[src/rtl/wdt_pkg.sv]
// Package: shared types for the strobe watchdog.
// Assumes: nothing beyond IEEE 1800-2017.
package wdt_pkg;
    // Counter phase: counting a period, or waiting after an issued timeout.
    typedef enum logic {
        PH_COUNT = 1'b0,
        PH_WAIT  = 1'b1
    } wdt_phase_t;
endpackage

[src/rtl/wdt_strobe_edge.sv]
// Module: wdt_strobe_edge
// Brings the asynchronous strobe into the clock domain through SYNC_STAGES
// flops, then flags a high-to-low transition of the synchronised level.
// Assumes: strobe_in is asynchronous; the flops reset to 0, so no false
// falling edge appears when reset is released.
module wdt_strobe_edge #(
    parameter int SYNC_STAGES = 2
) (
    input  logic clk,
    input  logic rst_n,
    input  logic strobe_in,
    output logic fall_seen
);
    logic [SYNC_STAGES-1:0] chain_q;
    logic                   last_q;

    genvar gi;
    generate
        for (gi = 0; gi < SYNC_STAGES; gi++) begin : g_sync
            // One synchroniser stage.
            always_ff @(posedge clk) begin
                if (!rst_n) begin
                    chain_q[gi] <= 1'b0;
                end else if (gi == 0) begin
                    chain_q[gi] <= strobe_in;
                end else begin
                    chain_q[gi] <= chain_q[(gi > 0) ? gi - 1 : 0];
                end
            end
        end
    endgenerate

    // Previous synchronised level, used for edge detection.
    always_ff @(posedge clk) begin
        if (!rst_n) begin
            last_q <= 1'b0;
        end else begin
            last_q <= chain_q[SYNC_STAGES-1];
        end
    end

    // Falling edge: was high, now low.
    always_comb begin
        fall_seen = last_q & ~chain_q[SYNC_STAGES-1];
    end
endmodule

[src/rtl/wdt_period_counter.sv]
// Module: wdt_period_counter
// Counts ticks while enabled and signals expiry on the PERIOD_TICKS-th tick.
// After an expiry it waits until it is disabled (e.g. the reset stretch) or
// restarted by a strobe edge, then begins a new full period.
// Assumes: restart has priority over expiry in the same cycle.
module wdt_period_counter
    import wdt_pkg::*;
#(
    parameter int PERIOD_TICKS = 16
) (
    input  logic clk,
    input  logic rst_n,
    input  logic tick,
    input  logic enable,
    input  logic restart,
    output logic expire,
    output logic pulse_q
);
    localparam int CNT_W = (PERIOD_TICKS > 1) ? $clog2(PERIOD_TICKS) : 1;
    localparam logic [CNT_W-1:0] LAST = CNT_W'(PERIOD_TICKS - 1);

    logic [CNT_W-1:0] count_q;
    wdt_phase_t       phase_q;

    // Expiry: counting, enabled, no restart, tick on the last count.
    always_comb begin
        expire = (phase_q == PH_COUNT) && enable && !restart && tick
                 && (count_q == LAST);
    end

    // Count and phase update.
    always_ff @(posedge clk) begin
        if (!rst_n) begin
            count_q <= '0;
            phase_q <= PH_COUNT;
        end else if (!enable || restart) begin
            count_q <= '0;
            phase_q <= PH_COUNT;
        end else if (phase_q == PH_COUNT && tick) begin
            if (count_q == LAST) begin
                count_q <= '0;
                phase_q <= PH_WAIT;
            end else begin
                count_q <= count_q + 1'b1;
            end
        end
    end

    // Registered one-cycle timeout request.
    always_ff @(posedge clk) begin
        if (!rst_n) begin
            pulse_q <= 1'b0;
        end else begin
            pulse_q <= expire;
        end
    end
endmodule

[src/rtl/wdt_status_latch.sv]
// Module: wdt_status_latch
// Holds the active-low watchdog status. Priority: low supply forces it
// active, then expiry sets it, then a strobe edge or an absent strobe clears it.
// Assumes: inputs are synchronous to clk.
module wdt_status_latch (
    input  logic clk,
    input  logic rst_n,
    input  logic supply_low,
    input  logic expire,
    input  logic strobe_fall,
    input  logic strobe_present,
    output logic status_n
);
    // Latch update with fixed priority.
    always_ff @(posedge clk) begin
        if (!rst_n) begin
            status_n <= 1'b1;
        end else if (supply_low) begin
            status_n <= 1'b0;
        end else if (expire) begin
            status_n <= 1'b0;
        end else if (strobe_fall || !strobe_present) begin
            status_n <= 1'b1;
        end
    end
endmodule

[src/rtl/strobe_watchdog.sv]
// Module: strobe_watchdog (top)
// Watchdog that requests a reset when software stops producing strobe
// falling edges, with a latched active-low status flag.
// Assumes: tick is a clock enable from a slower timebase; rst_released
// comes from the reset generator and is low during its reset stretch.
module strobe_watchdog #(
    parameter int PERIOD_TICKS = 16,
    parameter int SYNC_STAGES  = 2
) (
    input  logic clk,
    input  logic rst_n,
    input  logic tick,
    input  logic strobe_in,
    input  logic strobe_present,
    input  logic supply_low,
    input  logic rst_released,
    output logic timeout_pulse,
    output logic status_n
);
    logic fall_raw;
    logic fall_ok;
    logic run_en;
    logic expire;

    // Qualify the edge with presence and form the count enable.
    always_comb begin
        fall_ok = fall_raw & strobe_present;
        run_en  = strobe_present & ~supply_low & rst_released;
    end

    wdt_strobe_edge #(.SYNC_STAGES(SYNC_STAGES)) u_edge (
        .clk       (clk),
        .rst_n     (rst_n),
        .strobe_in (strobe_in),
        .fall_seen (fall_raw)
    );

    wdt_period_counter #(.PERIOD_TICKS(PERIOD_TICKS)) u_cnt (
        .clk     (clk),
        .rst_n   (rst_n),
        .tick    (tick),
        .enable  (run_en),
        .restart (fall_ok),
        .expire  (expire),
        .pulse_q (timeout_pulse)
    );

    wdt_status_latch u_stat (
        .clk            (clk),
        .rst_n          (rst_n),
        .supply_low     (supply_low),
        .expire         (expire),
        .strobe_fall    (fall_ok),
        .strobe_present (strobe_present),
        .status_n       (status_n)
    );
endmodule

[config.mk]
export PLATFORM = sky130hd
export DESIGN_NAME = strobe_watchdog
export DESIGN_NICKNAME = d
export VERILOG_FILES = /design/src/rtl/wdt_pkg.sv /design/src/rtl/wdt_strobe_edge.sv /design/src/rtl/wdt_period_counter.sv /design/src/rtl/wdt_status_latch.sv /design/src/rtl/strobe_watchdog.sv
export SDC_FILE = /design/constraint.sdc
export NUM_CORES = 1
export LEC_CHECK = 0
export BUFFER_PORTS_ARGS = -buffer_cell sky130_fd_sc_hd__buf_2
export CAP_MARGIN = 20
export CELL_PAD_IN_SITES_DETAIL_PLACEMENT = 0
export CELL_PAD_IN_SITES_GLOBAL_PLACEMENT = 2
export CORE_AREA = 2 2 39 41
export CTS_CLUSTER_DIAMETER = 80
export CTS_CLUSTER_SIZE = 12
export DETAILED_ROUTE_END_ITERATION = 10
export DIE_AREA = 0 0 41 43
export PLACE_DENSITY = 0.7
export SLEW_MARGIN = 20
export SYNTH_ARGS = -nofsm -noshare
export SYNTH_HDL_FRONTEND = slang
export SYNTH_SLANG_ARGS = --single-unit
export TNS_END_PERCENT = 100
[constraint.sdc]
create_clock -name clk -period 2.3 [get_ports clk]
set_clock_uncertainty 0.15 [all_clocks]
set_input_delay 0.23 -clock clk [delete_from_list [all_inputs] [get_ports clk]]
set_output_delay 0.23 -clock clk [all_outputs]
set_load 0.02 [all_outputs]
==> metrics.txt, run 1 <==
CTS Buffer Depth=2; initial core utilization=0.288; Slew Viols, Final=0; worst slew pin tran=264 ps; initial DRC count=1; commonest cells after routing, fill and taps aside=dfxtp_1, buf_2; hold buffers post-CTS=0; TritonRoute pass-1 iters=2; die width=41 microns; P&R area growth vs syn=24.1%; initial antenna violation count=0; Post-Syn Instances=40; fin crit period=1280 ps; RSZ-0062 raised after global routing=false; Crit. End Element=register; total gr overflow=0; final hold vios=0; flops & latches, synth=10; Yosys warnings=0; drt wl/cell=9.81 microns; FMAX=784 MHz; final worst slack=1020 ps; leak pwr=0.194 nW; IO buf count=8; Avg Inst Size Synth=9.98 sq um; DRC violations left=0; Pwr per Cell Area=710 nW/um^2; Max-cap violations=0; global-route wire length before repair=1120 microns; cts repair resizes=0; clk sink count=10; layout cells sized above 1=0.308; TNS Setup=0 ps; Die ar.=1760 sq um; Worst VDD drop=0.372 mV; clock latency on the worst-skew pair=260 ps; arrival time at the worst endpoint=1280 ps; Final #Nets=61; dpl cells=64; total track usage=0.0980; Placer Congestion=0.661; via/cell ratio=4.50; vias in the first global route=290; CTS tree=built; Final period util=0.555; Critical Path RT=2310 ps; Critical Path Source Type=register; Setup CP Type=register to register; CP Cell Sequence=ha_1 -> nand3b_1 -> nor2_1 -> o311ai_0; most common cell after layout, fill and taps aside=dfxtp_1; # fillers=142; total CTS buffers=3; Final setup viols=0; CTS H-tree lvls=1; Crit path largest cell delay=330 ps; Routed WL=667 microns; mapped cell area=399 sq um; row count=14; run status=finished clean; IO Pins=9; setup slack after placement=1020 ps; critical path's slowest cell=dfxtp_1; part of the Yosys area used for sequential elements=0.502; Setup Fix Bufs, Post-CTS=0; syn nets=48; worst-path fanout max=4; WHS Path Cells=2; Die Span Y=43 microns; core area=1380 sq um; Distinct cells, synth=23; diode count=0; DR vias=306; R2R setup slack=1020 ps; ANT nets after route=0; Finished Layout Cells=68; worst reg2reg path depth=4; largest net degree at the start of global routing=7; Reg clk slew, reported paths=60 ps; CTS root buf=clkbuf_4; Slew headroom=0.822; worst hold-check path type=input port to register; final core occ=0.358
registers in the layout, summed over array words and instances (netlist names):
name             flops
u_cnt.pulse_q        1
u_edge.chain_q       2
u_edge.last_q        1
u_cnt.count_q        4
u_stat.status_n      1
u_cnt.phase_q        1
synth_stat cells:
cell type | count | share of area
a211oi_2 | 1 | 0.031
a21o_1 | 1 | 0.019
a21oi_1 | 1 | 0.013
and2_1 | 3 | 0.047
and2b_2 | 1 | 0.022
dfxtp_1 | 10 | 0.50
ha_1 | 1 | 0.031
inv_1 | 1 | 0.0094
nand2_1 | 3 | 0.028
nand2b_1 | 1 | 0.016
nand2b_4 | 1 | 0.034
nand3_1 | 2 | 0.025
nand3b_1 | 1 | 0.019
nand4_1 | 1 | 0.016
nor2_1 | 3 | 0.028
nor2b_1 | 1 | 0.016
nor3_1 | 2 | 0.025
o21ai_0 | 1 | 0.013
o21ba_2 | 1 | 0.025
o311ai_0 | 1 | 0.022
or3_1 | 1 | 0.016
xnor2_1 | 1 | 0.022
xor2_1 | 1 | 0.022
cell families after synthesis:
| family | Yosys count | synth area share |
|---|---|---|
| xor gates and xnor gates | 2 | 0.0439 |
| DFF | 10 | 0.502 |
| AOI/OAI and AO/OA | 6 | 0.122 |
| buffers and inverters | 1 | 0.00940 |
| and+or+nand+nor | 20 | 0.292 |
| adders and majority gates | 1 | 0.0313 |
per-layer routing:
layer	track usage	wire length, microns	part of all wire	vias up
met2	0.141	351	0.53	8
met4	0.100	0	0	0
met1	0.111	289	0.43	138
met3	0.0157	26	0.039	0
met5	0	0	0	-
li1	-	-	-	160
through the flow:
stage / hold slack, ps / total power, mW / instance area [sq um]
2_1_floorplan: 171 / 0.192 / 399
3_5_place_dp: 283 / 0.202 / 459
3_3_place_gp: 273 / 0.202 / 459
5_1_grt: 20.3 / 0.371 / 495
6_report: 21.9 / 0.352 / 495
4_1_cts: 10.7 / 0.359 / 495
cell type report:
| type | instances | area, sq um | area share |
|---|---|---|---|
| Sequential cell | 10 | 200 | 0.404 |
| Multi-Input combinational cell | 29 | 195 | 0.394 |
| Tap cell | 16 | 20.0 | 0.0404 |
| Clock buffer | 4 | 36.3 | 0.0732 |
| Inverter | 1 | 3.75 | 0.00758 |
| Timing Repair Buffer | 8 | 40.0 | 0.0808 |
worst max-delay path, delay by kind of cell, from the launching register on:
kind                     cells  cell delay, ps
AND/OR/NAND/NOR              2             240
flip-flops                   1             330
adder cells (fa/ha/maj)      1             190
AO/OA/AOI/OAI                1             260
report_power, final:
group	switching, mW	internal (mW)
Sequential	0.00162	0.177
Clock	0.0575	0.0960
Combinational	0.00981	0.0101
Total	0.0690	0.283
final timing paths:
path / start / to
min: strobe_in / u_edge.chain_q[0]$_SDFF_PN0_
min reg2reg: u_edge.chain_q[0]$_SDFF_PN0_ / u_edge.chain_q[1]$_SDFF_PN0_
max reg2reg: u_cnt.count_q[0]$_SDFFE_PP0P_ / u_stat.status_n$_SDFFE_PN1P_
max: u_cnt.count_q[0]$_SDFFE_PP0P_ / u_stat.status_n$_SDFFE_PN1P_
No activity file was read; power rests on OpenSTA's default activity.
==> run 2, diff against run 1 <==
--- a/config.mk
+++ b/config.mk
@@ -9,12 +9,12 @@
 export CAP_MARGIN = 20
 export CELL_PAD_IN_SITES_DETAIL_PLACEMENT = 0
 export CELL_PAD_IN_SITES_GLOBAL_PLACEMENT = 2
-export CORE_AREA = 2 2 39 41
+export CORE_AREA = 2 2 41 43
 export CTS_CLUSTER_DIAMETER = 80
 export CTS_CLUSTER_SIZE = 12
 export DETAILED_ROUTE_END_ITERATION = 10
-export DIE_AREA = 0 0 41 43
-export PLACE_DENSITY = 0.7
+export DIE_AREA = 0 0 43 45
+export PLACE_DENSITY = 0.63
 export SLEW_MARGIN = 20
 export SYNTH_ARGS = -nofsm -noshare
 export SYNTH_HDL_FRONTEND = slang
==> constraint.sdc (replaced) <==
create_clock -name clk -period 1.2 [get_ports clk]
set_clock_uncertainty 0.15 [all_clocks]
set_input_delay 0.12 -clock clk [delete_from_list [all_inputs] [get_ports clk]]
set_output_delay 0.12 -clock clk [all_outputs]
set_load 0.02 [all_outputs]
==> run 2 against run 1 <==
Compared with the run above:
- the run now ends with setup timing left
- non-clock buffer count grew 9
- clock power grew 43%
- largest cell class is now multi-input gates
- setup slack lost 1100 ps
- fmax grew 2.1%
- worst hold slack gained 15 ps
- sequential power grew 92%
- combinational power grew to 2.6 times the previous value
- total power grew 75%
- sequential share of layout area shrank 5.7 points
- die area grew 9.8%
- count of clock-buffer cells in the layout shrank 1
==> metrics.txt, run 2 (synthesized netlist as in run 1, its figures left out) <==
Critical Path Source Type=register; crit path to=u_cnt.phase_q$_SDFFE_PP0P_; commonest cells after routing, fill and taps aside=buf_2, buf_4, dfxtp_1; worst r2r src=u_cnt.count_q[0]$_SDFFE_PP0P_; register share of total power=0.557 (+0.050); initial core utilization=0.271 (-0.0172); Routed WL=845 microns (+27%); FMAX=800 MHz (+2.1%); Final Power=0.614 mW (+75%); Crit. End Element=register; worst hold-check path type=input port to register; row count=14 (unchanged); total CTS buffers=3 (unchanged); max reg flops=4 (unchanged); Placer Congestion=0.659 (-0.36%); DRC violations left=0 (unchanged); Final #Nets=70 (+15%); TritonRoute pass-1 iters=2 (unchanged); final worst slack=-49.6 ps (-1070 ps); Max-cap violations=0 (unchanged); Critical Path RT=1210 ps (-1100 ps); total track usage=0.101 (+0.00329); P&R area growth vs syn=48.3%; Slew Viols, Final=0 (unchanged); IO Pins=9 (unchanged); fin crit period=1250 ps (-25.8 ps); ANT nets after route=0 (unchanged); most common cell after layout, fill and taps aside=buf_2; IO buf count=8 (unchanged); core area=1470 sq um (+6.3%); R2R Path End=u_cnt.phase_q$_SDFFE_PP0P_; Final setup viols=4 (+4); clock latency on the worst-skew pair=260 ps (about the same); run status=finished with violations; Setup CP Type=register to register; Psw=0.130 mW (+88%); Finished Layout Cells=76 (+12%); Worst VDD drop=0.691 mV (+86%); worst slew pin tran=211 ps (-53.0 ps); Clock Power Share=0.358 (-0.078); DP HPWL=598 microns; total gr overflow=0 (unchanged); dpl cells=67 (+4.7%); vias in the first global route=322 (+11%); Die ar.=1940 sq um (+9.8%); clk sink count=10 (unchanged); biggest registers after layout=u_cnt.count_q: 4 flops, u_edge.chain_q: 2 flops; global-route wire length before repair=1340 microns (+19%); final hold vios=0 (unchanged); Final period util=1.04 (+0.487); final core occ=0.402 (+0.0442); leak pwr=0.228 nW (+18%); arrival time at the worst endpoint=1260 ps (-20 ps); CTS tree=built; violated checks=setup timing; worst-path fanout max=3 (-1); Reg clk slew, reported paths=60 ps (about the same); CTS root buf=clkbuf_4; via/cell ratio=4.74 (+5.3%); largest net degree at the start of global routing=7 (unchanged); power share of the combinational group=0.085 (+0.028); DR vias=360 (+18%); crit path from=u_cnt.count_q[0]$_SDFFE_PP0P_; CTS Buffer Depth=2 (unchanged); Die Span Y=45 microns (+4.7%); diode count=0 (unchanged); layout cells sized above 1=0.483 (+0.176); Slew headroom=0.857 (+0.0353); Int Power=0.484 mW (+71%); R2R setup slack=-50 ps (-1070 ps); die width=43 microns (+4.9%); Pwr per Cell Area=1040 nW/um^2 (+46%); initial DRC count=2 (+1); CTS H-tree lvls=1 (unchanged); switching share of power=0.212 (+0.0156); worst reg2reg path depth=5 (+1); initial antenna violation count=0 (unchanged); Reg with most FFs=u_cnt.count_q; RSZ-0062 raised after global routing=true; # fillers=170 (+20%); drt wl/cell=11.1 microns (+13%)
==> run 2: cell count changes in the layout (fill, tap and decap cells not counted), moves of 3 or more <==
cell | previous run | this run
buf_4 | 0 | 6
dfxtp_1 | 10 | 6
dfxtp_2 | 0 | 4
dlygate4sd3_1 | 0 | 3
==> run 2: metal layers <==
metal / track usage / vias up / share of wire
met2: 0.173 / 11 / 0.51
met1: 0.0938 / 166 / 0.39
li1: - / 179 / -
met3: 0.0400 / 4 / 0.059
met5: 0 / - / 0
met4: 0.0909 / 0 / 0.034
==> run 2: cell type report <==
| cell class | count | area (sq um) | share of cell area |
|---|---|---|---|
| well taps | 16 | 20.0 | 0.0338 |
| repair buffers | 17 | 115 | 0.195 |
| multi-input cells | 29 | 225 | 0.381 |
| inverters | 1 | 3.75 | 0.00634 |
| flip-flops and latches | 10 | 205 | 0.347 |
| clock buffers | 3 | 22.5 | 0.0381 |
==> run 2: how the worst min path moves through the flow <==
stage                    start  depth (start not counted)                      endpoint  slack [ps]
floorplan                rst_n                          1  u_stat.status_n$_SDFFE_PN1P_          60
global placement     strobe_in                          2  u_edge.chain_q[0]$_SDFF_PN0_         180
detailed placement   strobe_in                          2  u_edge.chain_q[0]$_SDFF_PN0_         190
CTS                 supply_low                          3  u_stat.status_n$_SDFFE_PN1P_          20
global route        supply_low                          3  u_stat.status_n$_SDFFE_PN1P_          60
finish              supply_low                          3  u_stat.status_n$_SDFFE_PN1P_          40
==> run 2: per-stage QoR <==
stage / setup slack (ps) / hold WS, ps / TNS, ps / cell area (sq um)
after CTS: -49.0 / 23.3 / -89.4 / 562
after detailed placement: -80.9 / 188 / -278 / 483
after global placement: -54.9 / 179 / -166 / 483
final: -49.6 / 36.7 / -150 / 592
after floorplan: 3.13 / 61.3 / 0 / 400
after global routing: -76.7 / 55.3 / -262 / 592
==> run 2: power groups by stage <==
stage               clock (mW)  combinational [mW]  sequential [mW]
finish                   0.220              0.0521            0.342
global route             0.250              0.0572            0.343
CTS                      0.229              0.0513            0.342
detailed placement           0              0.0417            0.349
global placement             0              0.0413            0.349
floorplan                    0              0.0167            0.352
==> run 2: what timing repair did <==
item | CTS | global route
pin swaps | 4 | 2
hold endpoints to repair | 4 | 0
endpoints found under the setup margin | 4 | 6
hold buffers | 3 | 0
resized for setup | 6 | 4
setup buffers | 2 | 1
==> run 2: critical path, cell delays in order (launching register included) <==
cell	delay, ps
dfxtp_2	340
ha_4	150
nand3b_1	140
buf_4	150
nor2_4	40
o21ba_2	190
==> run 3, diff against run 2 <==
--- a/config.mk
+++ b/config.mk
@@ -7,7 +7,7 @@
 export LEC_CHECK = 0
 export BUFFER_PORTS_ARGS = -buffer_cell sky130_fd_sc_hd__buf_2
 export CAP_MARGIN = 20
-export CELL_PAD_IN_SITES_DETAIL_PLACEMENT = 0
+export CELL_PAD_IN_SITES_DETAIL_PLACEMENT = 1
 export CELL_PAD_IN_SITES_GLOBAL_PLACEMENT = 2
 export CORE_AREA = 2 2 41 43
 export CTS_CLUSTER_DIAMETER = 80
==> run 3 against run 2 <==
Compared with the run above:
- first-iteration DRC count did not move
- total power shrank 0.65%
- die area stayed put
- core utilization increased by 0.51 points
- critical path type unchanged
- cell count unchanged
- the run still ends with setup timing left
- register-to-register slack worse by 30 ps
- critical path depth stayed put
- sequential share of layout area increased by 0.40 points
- worst hold slack lost 15 ps
- critical endpoint is now u_cnt.count_q[2]$_SDFFE_PP0P_
- via count rose by 0.83%
- count of clock-buffer cells in the layout stayed put
- non-clock buffer count unchanged
==> metrics.txt, run 3 (synthesized netlist as in run 1, its figures left out) <==
run status=finished with violations; violated checks=setup timing; largest net degree at the start of global routing=7 (unchanged); Final #Nets=70 (unchanged); global-route wire length before repair=1580 microns (+18%); Fin Hold WS=21.4 ps (-15.3 ps); TritonRoute pass-1 iters=4 (+2); Final setup viols=3 (-1); die width=43 microns (unchanged); Critical Path RT=1200 ps (about the same); IO Pins=9 (unchanged); row count=14 (unchanged); CTS root buf=clkbuf_4; Die ar.=1940 sq um (unchanged); R2R setup slack=-80 ps (-30 ps); total gr overflow=0 (unchanged); CP Cell Sequence=ha_4 -> nand3b_1 -> buf_4 -> xor2_1 -> nor2_1; total track usage=0.116 (+0.0142); Final period util=1.06 (+0.0214); DR vias=363 (+0.83%); max reg flops=4 (unchanged); dpl cells=67 (unchanged); arrival time at the worst endpoint=1270 ps (about the same); core area=1470 sq um (unchanged); fin crit period=1280 ps (+25.6 ps); worst hold-check path type=input port to register; diode count=0 (unchanged); CTS tree=built; clock latency on the worst-skew pair=250 ps (about the same); P&R area growth vs syn=50.2%; clk sink count=10 (unchanged); final core occ=0.407 (+0.00510); CP top delay family=flip-flops; Crit. End Element=register; CTS Buffer Depth=2 (unchanged); Setup CP Type=register to register; via/cell ratio=4.78 (+0.83%); commonest cells after routing, fill and taps aside=buf_2, buf_4, dfxtp_1; placed cell area=483 sq um (unchanged); worst slew pin tran=227 ps (+16.3 ps); setup slack after placement=-116 ps (-35.2 ps); initial core utilization=0.271 (unchanged); initial antenna violation count=0 (unchanged); final hold vios=0 (unchanged); IO buf count=8 (unchanged); critical path's slowest cell=dfxtp_4; Worst VDD drop=0.458 mV (-34%); Finished Layout Cells=76 (unchanged); final worst slack=-75.2 ps (-25.6 ps); drt wl/cell=11.3 microns (+1.9%); Reg clk slew, reported paths=60 ps (about the same); DRC violations left=0 (unchanged); CP bufs+invs=1 (unchanged); ANT nets after route=0 (unchanged); RSZ-0062 raised after global routing=true; TNS Setup=-166 ps (-15.8 ps); Final Power=0.610 mW (-0.65%); FMAX=784 MHz (-2.0%); vias in the first global route=398 (+24%); worst-path fanout max=4 (+1); Critical Path Source Type=register; layout cells sized above 1=0.500 (+0.0167); total CTS buffers=3 (unchanged); Reg with most FFs=u_cnt.count_q; Crit path largest cell delay=350 ps (about the same); Routed WL=861 microns (+1.9%); Placer Congestion=0.659 (unchanged); CTS H-tree lvls=1 (unchanged); initial DRC count=2 (unchanged); biggest registers after layout=u_cnt.count_q: 4 flops, u_edge.chain_q: 2 flops; Max-cap violations=0 (unchanged); # fillers=182 (+7.1%); Pwr per Cell Area=1020 nW/um^2 (-1.9%); Die Span Y=45 microns (unchanged); cell area after layout=599 sq um (+1.3%); most common cell after layout, fill and taps aside=buf_2; Slew Viols, Final=0 (unchanged); Slew headroom=0.847 (-0.0102); leak pwr=0.232 nW (+1.7%)
## run 3: final timing paths
path	to	startpoint	cells after the start
max	u_cnt.count_q[2]$_SDFFE_PP0P_	u_cnt.count_q[0]$_SDFFE_PP0P_	5
min	u_stat.status_n$_SDFFE_PN1P_	supply_low	3
max reg2reg	u_cnt.count_q[2]$_SDFFE_PP0P_	u_cnt.count_q[0]$_SDFFE_PP0P_	5
min reg2reg	u_edge.chain_q[1]$_SDFF_PN0_	u_edge.chain_q[0]$_SDFF_PN0_	1
## run 3: power by group
group	switching (mW)	total [mW]	internal, mW
Sequential	0.00367	0.339	0.335
Combinational	0.0218	0.0529	0.0311
Clock	0.104	0.219	0.115
Total	0.129	0.610	0.481
## run 3: routing by layer
metal	up-vias	global-route usage	wire length [microns]
li1	179	-	-
met1	171	0.113	346
met2	11	0.209	463
met3	2	0.0400	46
met4	0	0.0727	4
met5	-	0	0
## run 3: cell type report
class                   count  area, sq um  area share
clock buffers               3         22.5      0.0376
inverters                   1         3.75     0.00626
multi-input cells          29          228       0.380
flip-flops and latches     10          210       0.351
well taps                  16         20.0      0.0334
repair buffers             17          115       0.192
## run 3: repair_timing
| item | in CTS | in global routing |
|---|---|---|
| resized for setup | 7 | 5 |
| setup buffers | 3 | 0 |
| hold buffers | 3 | 0 |
| setup endpoints to repair | 5 | 6 |
| hold endpoints to repair | 4 | 0 |
| pin swaps | 4 | 7 |
## run 3: worst reg2reg max path, cell delays in order, from the launching register on
cell,delay [ps]
dfxtp_4,350
ha_4,150
nand3b_1,170
buf_4,150
xor2_1,140
nor2_1,60
